==> config.mk <==
export PLATFORM = sky130hd
export DESIGN_NAME = nand_seq
export DESIGN_NICKNAME = d
export VERILOG_FILES = /design/src/rtl/nand_seq_pkg.sv /design/src/rtl/nand_addr_form.sv /design/src/rtl/nand_bus_cyc.sv /design/src/rtl/nand_seq.sv
export SDC_FILE = /design/constraint.sdc
export NUM_CORES = 1
export LEC_CHECK = 0
export ABC_CLOCK_PERIOD_IN_PS = 4600
export BUFFER_PORTS_ARGS = -buffer_cell sky130_fd_sc_hd__buf_4
export CAP_MARGIN = 20
export CORE_MARGIN = 2
export CORE_UTILIZATION = 60
export CTS_BUF_LIST = sky130_fd_sc_hd__clkbuf_8
export DETAILED_ROUTE_END_ITERATION = 6
export PLACE_DENSITY = 0.87
export SYNTH_ARGS = -nofsm -noshare
export SYNTH_HDL_FRONTEND = slang
export SYNTH_SLANG_ARGS = --single-unit
==> constraint.sdc <==
create_clock -name clk -period 4.6 [get_ports clk]
set_input_delay 0 -clock clk [delete_from_list [all_inputs] [get_ports clk]]
set_output_delay 0 -clock clk [all_outputs]
set_load 0.01 [all_outputs]
==> src/rtl/nand_seq_pkg.sv <==
package nand_seq_pkg;

  typedef enum logic [1:0] {
    K_CMD  = 2'd0,
    K_ADDR = 2'd1,
    K_WR   = 2'd2,
    K_RD   = 2'd3
  } cyc_kind_e;

  typedef enum logic [2:0] {
    OP_RESET = 3'd0,
    OP_RDID  = 3'd1,
    OP_PREAD = 3'd2,
    OP_PROG  = 3'd3,
    OP_ERASE = 3'd4
  } op_e;

  typedef enum logic [3:0] {
    S_IDLE, S_CMD1, S_ADDR, S_WDATA, S_CMD2, S_WAIT,
    S_RDATA, S_RDOUT, S_STCMD, S_STRD, S_DONE
  } seq_st_e;

  localparam logic [7:0] OPC_RESET  = 8'hFF;
  localparam logic [7:0] OPC_RDID   = 8'h90;
  localparam logic [7:0] OPC_PREAD  = 8'h00;
  localparam logic [7:0] OPC_PREAD2 = 8'h30;
  localparam logic [7:0] OPC_PROG   = 8'h80;
  localparam logic [7:0] OPC_PROG2  = 8'h10;
  localparam logic [7:0] OPC_ERASE  = 8'h60;
  localparam logic [7:0] OPC_ERASE2 = 8'hD0;
  localparam logic [7:0] OPC_STATUS = 8'h70;

  localparam int RDY_BIT  = 5;
  localparam int FAIL_BIT = 0;
  localparam int ID_BYTES = 5;
  localparam int N_ACYC   = 5;

endpackage

==> src/rtl/nand_addr_form.sv <==
module nand_addr_form #(
  parameter int ADDR_W = 32,
  parameter int CBW    = 4
) (
  input  logic [ADDR_W-1:0] addr,
  input  logic              spare,
  input  logic [CBW-1:0]    col_bits,
  output logic [4:0][7:0]   cyc_bytes
);
  localparam int COL_W = 16;
  localparam int ROW_W = 24;

  logic [ADDR_W-1:0] unit;
  logic [ADDR_W-1:0] col_full;
  logic [ADDR_W-1:0] row_full;
  logic [COL_W-1:0]  col;
  logic [ROW_W-1:0]  row;

  assign unit     = ADDR_W'(1) << col_bits;
  assign col_full = (addr & (unit - ADDR_W'(1))) + (spare ? unit : '0);
  assign row_full = addr >> col_bits;
  assign col      = COL_W'(col_full);
  assign row      = ROW_W'(row_full);

  genvar g;
  generate
    for (g = 0; g < 2; g++) begin : g_col
      assign cyc_bytes[g] = col[8*g +: 8];
    end
    for (g = 0; g < 3; g++) begin : g_row
      assign cyc_bytes[g+2] = row[8*g +: 8];
    end
  endgenerate

endmodule

==> src/rtl/nand_bus_cyc.sv <==
module nand_bus_cyc
  import nand_seq_pkg::*;
#(
  parameter int TW = 4
) (
  input  logic          clk,
  input  logic          rst_n,
  input  logic          start,
  input  cyc_kind_e     kind,
  input  logic [7:0]    wbyte,
  input  logic [TW-1:0] t_lo,
  input  logic [TW-1:0] t_hi,
  input  logic [7:0]    dq_i,
  output logic          idle,
  output logic          fin,
  output logic [7:0]    rbyte,
  output logic          cle,
  output logic          ale,
  output logic          we_n,
  output logic          re_n,
  output logic [7:0]    dq_o,
  output logic          dq_oe
);
  typedef enum logic [1:0] {E_IDLE, E_LOW, E_HIGH} est_e;

  est_e          st_q, st_d;
  logic [TW-1:0] cnt_q, cnt_d;
  cyc_kind_e     kind_q;
  logic [7:0]    byte_q, rbyte_q;
  logic [TW-1:0] lo_len, hi_len;
  logic          load, cap;

  assign lo_len = (t_lo == '0) ? TW'(1) : t_lo;
  assign hi_len = (t_hi == '0) ? TW'(1) : t_hi;
  assign load   = (st_q == E_IDLE) && start;
  assign cap    = (st_q == E_LOW) && (cnt_q == '0) && (kind_q == K_RD);

  always_comb begin
    st_d  = st_q;
    cnt_d = cnt_q;
    unique case (st_q)
      E_IDLE: if (start) begin
        st_d  = E_LOW;
        cnt_d = lo_len - TW'(1);
      end
      E_LOW: if (cnt_q == '0) begin
        st_d  = E_HIGH;
        cnt_d = hi_len - TW'(1);
      end else cnt_d = cnt_q - TW'(1);
      E_HIGH: if (cnt_q == '0) st_d = E_IDLE;
              else cnt_d = cnt_q - TW'(1);
      default: st_d = E_IDLE;
    endcase
  end

  always_ff @(posedge clk or negedge rst_n) begin
    if (!rst_n) begin
      st_q    <= E_IDLE;
      cnt_q   <= '0;
      kind_q  <= K_CMD;
      byte_q  <= '0;
      rbyte_q <= '0;
    end else begin
      st_q  <= st_d;
      cnt_q <= cnt_d;
      if (load) begin
        kind_q <= kind;
        byte_q <= wbyte;
      end
      if (cap) rbyte_q <= dq_i;
    end
  end

  assign idle  = (st_q == E_IDLE);
  assign fin   = (st_q == E_HIGH) && (cnt_q == '0);
  assign rbyte = rbyte_q;
  assign cle   = (st_q != E_IDLE) && (kind_q == K_CMD);
  assign ale   = (st_q != E_IDLE) && (kind_q == K_ADDR);
  assign we_n  = !((st_q == E_LOW) && (kind_q != K_RD));
  assign re_n  = !((st_q == E_LOW) && (kind_q == K_RD));
  assign dq_o  = byte_q;
  assign dq_oe = (st_q != E_IDLE) && (kind_q != K_RD);


  latch_excl_chk: assert property (@(posedge clk) disable iff (!rst_n)
    !(cle && ale));

  strobe_excl_chk: assert property (@(posedge clk) disable iff (!rst_n)
    !(!we_n && !re_n));

  drive_vs_read_chk: assert property (@(posedge clk) disable iff (!rst_n)
    !re_n |-> (!dq_oe && !cle && !ale));

  start_when_idle_chk: assert property (@(posedge clk) disable iff (!rst_n)
    start |-> idle);

endmodule

==> src/rtl/nand_seq.sv <==
module nand_seq
  import nand_seq_pkg::*;
#(
  parameter int ADDR_W = 32,
  parameter int LEN_W  = 12,
  parameter int TW     = 4,
  parameter int WBW    = 8
) (
  input  logic              clk,
  input  logic              rst_n,
  input  logic              req_valid,
  input  logic [2:0]        req_op,
  input  logic [ADDR_W-1:0] req_addr,
  input  logic              req_spare,
  input  logic [LEN_W-1:0]  req_len,
  input  logic [3:0]        cfg_col_bits,
  input  logic [TW-1:0]     cfg_t_lo,
  input  logic [TW-1:0]     cfg_t_hi,
  input  logic [WBW-1:0]    cfg_t_wb,
  output logic              busy,
  output logic              done,
  output logic              fail,
  input  logic [7:0]        wr_data,
  input  logic              wr_valid,
  output logic              wr_ready,
  output logic [7:0]        rd_data,
  output logic              rd_valid,
  input  logic              rd_ready,
  output logic              nand_ce_n,
  output logic              nand_cle,
  output logic              nand_ale,
  output logic              nand_we_n,
  output logic              nand_re_n,
  output logic [7:0]        nand_dq_o,
  output logic              nand_dq_oe,
  input  logic [7:0]        nand_dq_i
);
  localparam logic [2:0] LAST_ACYC = 3'(N_ACYC - 1);

  seq_st_e           st_q, st_d;
  op_e               op_q;
  logic [ADDR_W-1:0] addr_q;
  logic              spare_q;
  logic [3:0]        cb_q;
  logic [2:0]        idx_q, idx_d;
  logic [LEN_W-1:0]  rem_q, rem_d;
  logic [WBW-1:0]    wb_q, wb_d;
  logic              iss_q, iss_d;
  logic              fail_q, fail_d;
  logic [7:0]        rd_q, rd_d;

  logic              accept, bus_st, gate;
  logic              eng_start, eng_idle, eng_fin;
  cyc_kind_e         eng_kind;
  logic [7:0]        eng_byte, eng_rbyte;
  logic [4:0][7:0]   abytes;

  nand_addr_form #(.ADDR_W(ADDR_W), .CBW(4)) u_addr (
    .addr(addr_q), .spare(spare_q), .col_bits(cb_q), .cyc_bytes(abytes)
  );

  nand_bus_cyc #(.TW(TW)) u_cyc (
    .clk(clk), .rst_n(rst_n), .start(eng_start), .kind(eng_kind),
    .wbyte(eng_byte), .t_lo(cfg_t_lo), .t_hi(cfg_t_hi), .dq_i(nand_dq_i),
    .idle(eng_idle), .fin(eng_fin), .rbyte(eng_rbyte),
    .cle(nand_cle), .ale(nand_ale), .we_n(nand_we_n), .re_n(nand_re_n),
    .dq_o(nand_dq_o), .dq_oe(nand_dq_oe)
  );

  assign accept = (st_q == S_IDLE) && req_valid && (req_op <= 3'd4);
  assign bus_st = (st_q inside {S_CMD1, S_ADDR, S_WDATA, S_CMD2,
                                S_RDATA, S_STCMD, S_STRD});

  always_comb begin
    gate     = 1'b1;
    eng_kind = K_CMD;
    eng_byte = 8'h00;
    unique case (st_q)
      S_CMD1: unique case (op_q)
        OP_RESET: eng_byte = OPC_RESET;
        OP_RDID:  eng_byte = OPC_RDID;
        OP_PREAD: eng_byte = OPC_PREAD;
        OP_PROG:  eng_byte = OPC_PROG;
        default:  eng_byte = OPC_ERASE;
      endcase
      S_ADDR: begin
        eng_kind = K_ADDR;
        eng_byte = (op_q == OP_RDID) ? 8'h00 : abytes[idx_q];
      end
      S_WDATA: begin
        eng_kind = K_WR;
        eng_byte = wr_data;
        gate     = (rem_q != '0) && wr_valid;
      end
      S_CMD2: eng_byte = (op_q == OP_PREAD) ? OPC_PREAD2 :
                         (op_q == OP_PROG)  ? OPC_PROG2  : OPC_ERASE2;
      S_RDATA: begin
        eng_kind = K_RD;
        gate     = (rem_q != '0);
      end
      S_STCMD: eng_byte = OPC_STATUS;
      S_STRD:  eng_kind = K_RD;
      default: gate = 1'b0;
    endcase
  end

  assign eng_start = bus_st && eng_idle && !iss_q && gate;

  always_comb begin
    st_d   = st_q;
    idx_d  = idx_q;
    rem_d  = rem_q;
    wb_d   = wb_q;
    fail_d = fail_q;
    rd_d   = rd_q;
    iss_d  = eng_fin ? 1'b0 : (eng_start ? 1'b1 : iss_q);
    unique case (st_q)
      S_IDLE: if (accept) begin
        st_d   = S_CMD1;
        fail_d = 1'b0;
        idx_d  = '0;
        rem_d  = (req_op == 3'(OP_RDID)) ? LEN_W'(ID_BYTES) : req_len;
      end
      S_CMD1: if (eng_fin) begin
        st_d  = (op_q == OP_RESET) ? S_DONE : S_ADDR;
        idx_d = (op_q == OP_ERASE) ? 3'd2 : 3'd0;
      end
      S_ADDR: if (eng_fin) begin
        if (op_q == OP_RDID)          st_d = S_RDATA;
        else if (idx_q == LAST_ACYC)  st_d = (op_q == OP_PROG) ? S_WDATA : S_CMD2;
        else                          idx_d = idx_q + 3'd1;
      end
      S_WDATA: if (eng_fin)           rem_d = rem_q - LEN_W'(1);
               else if (rem_q == '0)  st_d = S_CMD2;
      S_CMD2: if (eng_fin) begin
        st_d = S_WAIT;
        wb_d = cfg_t_wb;
      end
      S_WAIT: if (wb_q == '0) st_d = (op_q == OP_PREAD) ? S_RDATA : S_STCMD;
              else            wb_d = wb_q - WBW'(1);
      S_RDATA: if (eng_fin) begin
        rd_d = eng_rbyte;
        st_d = S_RDOUT;
      end else if (rem_q == '0) st_d = S_DONE;
      S_RDOUT: if (rd_ready) begin
        rem_d = rem_q - LEN_W'(1);
        st_d  = S_RDATA;
      end
      S_STCMD: if (eng_fin) st_d = S_STRD;
      S_STRD: if (eng_fin) begin
        if (eng_rbyte[RDY_BIT]) begin
          fail_d = eng_rbyte[FAIL_BIT];
          st_d   = S_DONE;
        end else st_d = S_STCMD;
      end
      S_DONE:  st_d = S_IDLE;
      default: st_d = S_IDLE;
    endcase
  end

  always_ff @(posedge clk or negedge rst_n) begin
    if (!rst_n) begin
      st_q    <= S_IDLE;
      op_q    <= OP_RESET;
      addr_q  <= '0;
      spare_q <= 1'b0;
      cb_q    <= '0;
      idx_q   <= '0;
      rem_q   <= '0;
      wb_q    <= '0;
      iss_q   <= 1'b0;
      fail_q  <= 1'b0;
      rd_q    <= '0;
    end else begin
      st_q   <= st_d;
      idx_q  <= idx_d;
      rem_q  <= rem_d;
      wb_q   <= wb_d;
      iss_q  <= iss_d;
      fail_q <= fail_d;
      rd_q   <= rd_d;
      if (accept) begin
        op_q    <= op_e'(req_op);
        addr_q  <= req_addr;
        spare_q <= req_spare;
        cb_q    <= cfg_col_bits;
      end
    end
  end

  assign busy      = (st_q != S_IDLE);
  assign done      = (st_q == S_DONE);
  assign fail      = fail_q;
  assign nand_ce_n = (st_q == S_IDLE);
  assign wr_ready  = (st_q == S_WDATA) && eng_idle && !iss_q && (rem_q != '0);
  assign rd_valid  = (st_q == S_RDOUT);
  assign rd_data   = rd_q;


  done_pulse_chk: assert property (@(posedge clk) disable iff (!rst_n)
    done |=> !done);

  done_in_busy_chk: assert property (@(posedge clk) disable iff (!rst_n)
    done |-> busy);

  fail_hold_chk: assert property (@(posedge clk) disable iff (!rst_n)
    !busy |-> $stable(fail));

  wr_ready_chk: assert property (@(posedge clk) disable iff (!rst_n)
    wr_ready |-> (busy && !nand_ce_n && nand_we_n));

  rd_hold_chk: assert property (@(posedge clk) disable iff (!rst_n)
    (rd_valid && !rd_ready) |=> (rd_valid && $stable(rd_data)));

endmodule

Word-level counts from Yosys, hierarchy flattened
Cells that the tools add are included.
{"block": "word_totals", "register_bits": 101, "inputBits": 89, "out_inout_bits": 27, "wordCells": 181}
{"block": "op_classes", "n_addsub": 8, "order_cmp": 2, "n_eq_ne": 42, "shifts": 2, "muxes": 60, "bitwise": 1, "reduce_logical": 50}
{"op": "$mux W4", "count": 21}
{"op": "$mux W12", "count": 4}
{"op": "$mux W8", "count": 6}
{"op": "$pmux W4 S10", "count": 1}
{"op": "$pmux W8 S5", "count": 1}
{"op": "$pmux W12 S3", "count": 1}
{"op": "$pmux W8 S4", "count": 1}
{"op": "$shr A32 B4 Y24", "count": 1}
{"op": "$ne A2 B2 Y1 const B", "count": 15}
{"op": "$bmux W8 S3", "count": 1}
{"op": "$logic_and A1 B1 Y1", "count": 18}
{"op": "$mux W3", "count": 6}
{"op": "$add A16 B16 Y16", "count": 1}
{"op": "$and A16 B16 Y16", "count": 1}
{"op": "$eq A4 B3 Y1 const B", "count": 4}
{"op": "$logic_not A4 Y1", "count": 4}
{"op": "$mux W16", "count": 1}
{"op": "$pmux W8 S2", "count": 1}
{"op": "$shl A1 B4 Y16 const A", "count": 1}
{"op": "$sub A16 B1 Y16 const B", "count": 1}
{"op": "$eq A4 B4 Y1 const B", "count": 3}
{"op": "$logic_not A12 Y1", "count": 1}
{"op": "$pmux W2 S3", "count": 2}
{"op": "$pmux W4 S3", "count": 1}
{"op": "37 further kinds", "count": 68}

Logic depth before layout (Yosys ltp)
Gate-level depths: netlist of the first run.
{"block": "logic_depth", "word_depth": 8, "ltp_mapped": 20, "depth_no_buf": 16}

By module
From an unflattened synthesis of the first run, not the netlist that was laid out.
{"block": "unflattened", "cells_unflattened": 900, "hier_area_um2": 8299.2}
{"mod": "nand_seq", "n_inst": 1, "cells_each": 431, "area_per_inst_um2": 4420.5, "seq_area_each_um2": 1926.8}
{"mod": "nand_addr_form", "n_inst": 1, "cells_each": 354, "area_per_inst_um2": 2551.2, "seq_area_each_um2": 0.0}
{"mod": "nand_bus_cyc", "n_inst": 1, "cells_each": 115, "area_per_inst_um2": 1327.5, "seq_area_each_um2": 600.6}

Worst setup path after synthesis of the first run
No wires, ideal clock.
{"block": "synth_timing", "path_type": "register to register", "startpoint": "reg cb_q[2]", "endpoint": "reg u_cyc.byte_q[5] (netlist: u_cyc.dq_o[5])", "setup_ps": 128, "arrival_ps": 3873, "t_required_ps": 4472, "path_slack_ps": 599, "path_stages_with_launch": 20, "n_path_buf": 5, "synth_period_minus_slack_ps": 4001, "path_cell_list": "dfrtp_1 > buf_6 > buf_4 > buf_4 > clkbuf_1 > nor2_1 > nand2_1 > ha_1 > clkbuf_1 > nor3b_1 > o21ai_0 > a21boi_0 > ha_1 > or3_1 > a2111oi_1 > a211oi_1 > a2111oi_0 > nor2_1 > nor4_1 > o21ai_0"}
{"block": "synth_via", "elab_chain_len": 8, "elab_cells_between_ends": 10, "classes_between": "add/sub (2); shift (2); mux (5); bitwise (1)"}
{"item": "start: declaration", "line": "nand_seq.sv:44", "rtl": "logic [3:0] cb_q;"}
{"item": "start signal: assignment", "line": "nand_seq.sv:186", "rtl": "cb_q <= cfg_col_bits;"}
{"item": "$shl A1 B4 Y16", "line": "nand_addr_form.sv:19", "rtl": "assign unit = ADDR_W'(1) << col_bits;"}
{"item": "$sub A16 B1 Y16", "line": "nand_addr_form.sv:20", "rtl": "assign col_full = (addr & (unit - ADDR_W'(1))) + (spare ? unit : '0);"}
{"item": "$and A16 B16 Y16", "line": "nand_addr_form.sv:20"}
{"item": "$add A16 B16 Y16", "line": "nand_addr_form.sv:20"}
{"item": "$bmux W8 S3 *", "line": "nand_seq.sv:88", "rtl": "eng_byte = (op_q == OP_RDID) ? 8'h00 : abytes[idx_q];"}
{"item": "$mux W8 (not written as such) *", "line": "nand_seq.sv:88"}
{"item": "$mux W8 *", "line": "nand_seq.sv:88"}
{"item": "$pmux W8 S5 *", "line": "nand_seq.sv:78", "rtl": "unique case (st_q)"}
{"item": "end signal: assignment", "line": "nand_bus_cyc.sv:68", "rtl": "byte_q <= wbyte;"}
{"item": "end: declaration", "line": "nand_bus_cyc.sv:29", "rtl": "logic [7:0] byte_q, rbyte_q;"}
Mark *: on every way between the ends. The rest lies on a longest branch, timed or not. The select of a mux whose other input is x is not followed.
A chain may end at the register's enable or synchronous reset.

Final worst setup path of the first run
{"block": "layout_timing", "startpoint": "reg cb_q[1]", "endpoint": "reg u_cyc.byte_q[5] (netlist: u_cyc.dq_o[5])"}
The elaborated chain is that of the path after synthesis.

==> results.md, run 1 <==
* Hold-fix buffers, CTS at 71
* Setup TNS at 0 ns
* Die Area at 0.0147 mm²
* H-Tree Depth at 3
* Fill count at 966
* Clock Path Buffers at 2
* Pwr Density at 557 mW/mm²
* Hold Crit Class: primary input to flip-flop
* Yosys reg bits at 101
* DR vias at 8,468
* Post-synthesis sequential area ratio at 30.6%
* Gr ovfl total at 0
* Violation count after the first detailed-route iteration at 1,018
* Leak pwr at 4.52 nW
* Sink Count at 101
* NumNets Final at 1,275
* Reg-to-reg startpoint: cb_q[1]
* Max-slew violation count at 0
* Peak supply drop at 0.364 mV
* Antenna viol nets, final at 0
* Top Usage Layer GRT: met2
* Avg Synthesized Cell Area at 8.19 µm²
* Fin. Hold Viols at 0
* Critical path launch point type: flip-flop
* Die width at 121 µm
* Synth-to-Final Area Change at 21.9%
* Initial core utilization at 61.8%
* Placement row count at 42
* DRC Markers at 0
* Buffers on Ports at 115
* Floorplan core area at 0.0133 mm²
* Top-area cell type share of the netlist area at 30.6%
* RSZ-0062 raised after global routing: false
* Endpoint type of the worst setup path: flip-flop
* Status: finished clean
* Critical Path AT at 4.17 ns
* Achievable clock frequency at 0.257 GHz
* Die height at 121 µm
* Post-Synthesis Net Count at 1,125
* Most frequent cells in the layout: nand2_1, buf_4, dfrtp_1
* Clock slew seen by the registers of the worst setup and hold paths at 0.10 ns
* Final period util at 84.7%
* Met2 Usage GRT at 53.4%
* Gates resized, CTS repair at 0
* Synth cell types at 82
* Ratio of cells with drive above 1 in the final layout at 16.6%
* Number of global-route vias before repair at 7,830
* Pin count of the biggest net entering global routing at 69
* GRT Total Usage at 33.5%
* Ranking of synthesized cells by area: dfrtp_1, nand2_1, mux4_2
* Number of post-CTS setup repair buffers at 0
* Slew @ Worst Pin at 0.963 ns
* Worst-Skew Late Latency at 0.39 ns
* Via density at 6.32
* Commonest non-fill, non-tap cell in the layout: nand2_1
* Final min period at 3.89 ns
* GRT met1 Usage at 45.7%
* # IOs at 116
* Post-DP HPWL at 16,500 µm
* Cell count after synthesis at 1,007
* Global-route wire length before repair at 39,000 µm
* Clock Skew at 0.00973 ns
* Routed wire per std cell at 18.1 µm
* Placed Instance Area at 0.00917 mm²
* Commonest register cell after synthesis: dfrtp_1
* Critical Path RT at 4.88 ns
* Worst hold start: cfg_t_wb[5]
* Post-synthesis cell area at 0.00825 mm²
* Num CTS Buffers at 9
* Crit path launch: cb_q[1]
* Max Cap Viol at 0
* EDFF count, synth at 0
* CTS root buffer: clkbuf_8
* Worst Setup Path Type: flip-flop to flip-flop
* Design Area, Final at 0.0101 mm²
* Final WL at 24,300 µm
* TritonCTS clock tree: done
* Met3 Usage GRT at 6.72%
* Initial antenna violation count at 1
* Slew headroom at 35.6%
* First-pass DRT Iterations at 6
* Async set or reset register ratio after synthesis at 100%
* GPL Wtd Cong at 1.01
* YS warnings at 0
* Yosys top cell by area: dfrtp_1
* # setup viols final at 0
* Crit Path Max Fanout at 16
-- Yosys cell counts, types with 13 or more instances --
cell,count
o21ai_0,31
nor2b_1,13
mux2_1,15
mux2i_1,42
mux2_2,14
nand2_1,181
a21oi_1,59
nand3_1,17
clkbuf_1,38
inv_1,24
mux4_2,20
dfrtp_1,101
o21ai_1,56
nand2b_1,14
ha_1,28
nor2_1,99
nor3_1,23
a22oi_1,13
o211ai_1,14
-- critical path: stages, from the launching register on --
cell       delay, ns
dfrtp_1         0.39
buf_4           0.19
nor2_1          0.17
nand2_1         0.09
ha_1            0.40
nor2b_1         0.23
o21ai_0         0.19
a21boi_0        0.13
ha_1            0.26
or3_1           0.40
a2111oi_1       0.29
a211oi_1        0.12
buf_4           0.17
a2111oi_0       0.39
nor2_1          0.09
nor4_1          0.17
o21ai_0         0.10
-- state kept, by name (all words and copies together) (netlist names) --
signal and flops:
wb_q 8, st_q 4, fail 1, u_cyc.dq_o 8
idx_q 3, spare_q 1, u_cyc.st_q 2, u_cyc.cnt_q 4
cb_q 4, u_cyc.rbyte 8, rem_q 12, u_cyc.kind_q 2
rd_data 8, addr_q 32, iss_q 1, op_q 3
-- cell type report --
class	instances	area (µm²)	share of cell area (%)
Multi-Input combinational cell	817	5350	53.2
Sequential cell	101	2530	25.1
Timing Repair Buffer	199	1670	16.6
Tap cell	176	220	2.19
Clock buffer	9	124	1.23
Inverter	29	109	1.08
Clock inverter	7	52.6	0.522
Antenna cell	1	2.50	0.0249
-- path summary, 6_finish.rpt --
| path | end | slack, ns | cells past startpoint |
|---|---|---|---|
| max | u_cyc.dq_o[5] | 0.71 | 16 |
| min | wb_q[5] | 0.01 | 4 |
| max reg2reg | u_cyc.dq_o[5] | 0.71 | 16 |
| min reg2reg | rd_data[6] | 0.49 | 1 |
| max in group asynchronous | cb_q[2] | 3.34 | 3 |
| min in group asynchronous | rem_q[6] | 0.25 | 2 |
-- per-stage QoR --
step                      worst slack [ns]  std cells  utilization [%]  hold WS (ns)  power (W)
after global routing                 0.259       1339             75.4        0.0239    0.00600
after floorplan                      0.599       1007                -        -0.296    0.00409
final                                0.705       1339             75.4        0.0112    0.00560
after CTS                            0.741       1338             75.4       0.00103    0.00546
after detailed placement             0.769       1251             68.7         0.162    0.00487
after global placement               0.907       1251             68.7         0.157    0.00481
-- logic make-up after synthesis --
logic type / Yosys count / synth area share (%)
AO/OA/AOI/OAI: 278 / 21.9
other: 1 / 0.0454
adder cells (fa/ha/maj): 29 / 4.49
XOR/XNOR: 14 / 1.49
AND/OR/NAND/NOR: 404 / 22.5
flip-flops: 101 / 30.6
buffers and inverters: 89 / 4.50
multiplexers: 91 / 14.5
-- report_power, final --
part	switching (W)	internal, W	total, W
clock network	0.000336	0.000201	0.000537
logic	0.00202	0.00144	0.00347
registers	0.000438	0.00116	0.00160
total	0.00279	0.00281	0.00560
-- layer usage --
layer  vias to the layer above  wire [µm]
met5                         -          0
met2                       466      11300
met4                         0        720
met1                      3969      10000
met3                        69       2280
li1                       3964          -
Power figures use the tool's default switching activity.
==> run 2: changes to the inputs <==
--- a/config.mk
+++ b/config.mk
@@ -5,7 +5,7 @@
 export SDC_FILE = /design/constraint.sdc
 export NUM_CORES = 1
 export LEC_CHECK = 0
-export ABC_CLOCK_PERIOD_IN_PS = 4600
+export ABC_CLOCK_PERIOD_IN_PS = 3800
 export BUFFER_PORTS_ARGS = -buffer_cell sky130_fd_sc_hd__buf_4
 export CAP_MARGIN = 20
 export CORE_MARGIN = 2
==> constraint.sdc (replaced) <==
create_clock -name clk -period 3.8 [get_ports clk]
set_input_delay 0 -clock clk [delete_from_list [all_inputs] [get_ports clk]]
set_output_delay 0 -clock clk [all_outputs]
set_load 0.01 [all_outputs]
==> results.md, run 2 (synthesis gave the netlist of run 1 again) <==
* Status: finished clean
* Achievable clock frequency at 0.286 GHz
* Number of flip-flops in the largest register at 32
* Final WL at 24,700 µm
* # setup viols final at 0
* Leak pwr at 4.53 nW
* Fin. Hold Viols at 0
* Slew headroom at 36.0%
* Global-route wire length before repair at 40,000 µm
* Endpoint type of the worst setup path: flip-flop
* Max-slew violation count at 0
* Largest registers: addr_q x32, rem_q x12
* Die Area at 0.0147 mm²
* Crit Path Max Fanout at 16
* Worst Setup Path Type: flip-flop to flip-flop
* Final min period at 3.50 ns
* TritonCTS clock tree: done
* Pwr Density at 681 mW/mm²
* GRT met1 Usage at 46.9%
* Placed Instance Area at 0.00921 mm²
* # IOs at 116
* Met2 Usage GRT at 55.1%
* Reg area at 0.00253 mm²
* Floorplan core area at 0.0133 mm²
* Max Cap Viol at 0
* Top reg by flops: addr_q
* DR vias at 8,587
* Design Area, Final at 0.0101 mm²
* Worst-Skew Late Latency at 0.40 ns
* NumNets Final at 1,278
* RSZ-0062 raised after global routing: false
* Hold Crit Class: primary input to flip-flop
* Clock slew seen by the registers of the worst setup and hold paths at 0.11 ns
* Routed wire per std cell at 18.4 µm
* Die height at 121 µm
* Non-filler cells in the finished layout at 1,342
* Met3 Usage GRT at 6.67%
* Critical Path AT at 3.76 ns
* Violation count after the first detailed-route iteration at 1,147
* DRC Markers at 0
* Post-DP HPWL at 16,900 µm
* Slew @ Worst Pin at 0.960 ns
* Commonest non-fill, non-tap cell in the layout: nand2_1
* Critical Path RT at 4.06 ns
* Most frequent cells in the layout: nand2_1, buf_4, dfrtp_1
* Buffers on Ports at 115
* Area of the multi-input gates at 0.00537 mm²
* Gr ovfl total at 0
* Initial core utilization at 61.8%
* Critical path launch point type: flip-flop
* Die width at 121 µm
* Num CTS Buffers at 9
* Fill count at 965
* Peak supply drop at 0.427 mV
* Synth-to-Final Area Change at 22.5%
* Sink Count at 101
* GPL Wtd Cong at 1.03
* Pin count of the biggest net entering global routing at 75
* Ratio of cells with drive above 1 in the final layout at 17.3%
* Clock Skew at 0.0218 ns
* Clock Path Buffers at 2
* Antenna viol nets, final at 0
* Placement row count at 42
* Via density at 6.40
* Top Usage Layer GRT: met2
* Setup TNS at 0 ns
* Final Core Density at 75.7%
* First-pass DRT Iterations at 6
* H-Tree Depth at 3
* Placed cells at 1,255
* Final period util at 92.1%
* CTS root buffer: clkbuf_8
* Number of global-route vias before repair at 7,931
* Initial antenna violation count at 1
* GRT Total Usage at 34.3%
[run 2: final timing paths]
path,start,endpoint,slack (ns),depth (start not counted)
max,cb_q[0],u_cyc.dq_o[6],0.30,16
min,cfg_t_lo[0],u_cyc.cnt_q[0],0.002,4
max reg2reg,cb_q[0],u_cyc.dq_o[6],0.30,16
min reg2reg,u_cyc.rbyte[1],rd_data[1],0.49,1
max in group asynchronous,rst_n,cb_q[2],2.56,3
min in group asynchronous,rst_n,rem_q[7],0.28,2
[run 2: what timing repair did]
item / CTS / global route
endpoints found under the hold margin: 142 / 0
hold buffers: 70 / 0
setup buffers: 0 / 0
setup endpoints to repair: 0 / 4
resized for setup: 0 / 4
[run 2: layout make-up]
class / instances / share of cell area (%)
Sequential cell: 101 / 25.0
Inverter: 29 / 1.08
Multi-Input combinational cell: 817 / 53.1
Tap cell: 176 / 2.18
Antenna cell: 1 / 0.0247
Clock buffer: 10 / 1.36
Clock inverter: 6 / 0.445
Timing Repair Buffer: 202 / 16.8
[run 2: metrics by stage]
stage               hold WS, ns  total power [W]  setup slack, ns
finish                  0.00224          0.00688            0.301
global route             0.0356          0.00736          0.00577
CTS                     0.00626          0.00671            0.223
detailed placement        0.193          0.00598            0.270
global placement          0.188          0.00587            0.383
floorplan                -0.296          0.00496           0.0190
[run 2: power by group]
| part | internal [W] | switching (W) |
|---|---|---|
| Combinational | 0.00178 | 0.00249 |
| Clock | 0.000260 | 0.000408 |
| Sequential | 0.00140 | 0.000534 |
[run 2: routing by layer]
metal / part of all wire, % / routed length [µm]
met1: 41 / 10100
met5: 0 / 0
met2: 48 / 11700
met3: 8.8 / 2180
met4: 2.7 / 673
[run 2: critical path, stage by stage, from the launching register on]
cell and delay [ns]:
dfrtp_1 0.43, inv_2 0.05, nor2_1 0.13, nand2_1 0.08
ha_2 0.29, nor4_1 0.29, a21oi_1 0.07, o21ai_1 0.12
and2_1 0.14, ha_1 0.30, a21o_1 0.23, a221oi_1 0.32
o21ai_1 0.18, nor4b_1 0.18, a311oi_1 0.27, a211o_1 0.18
a31oi_1 0.09
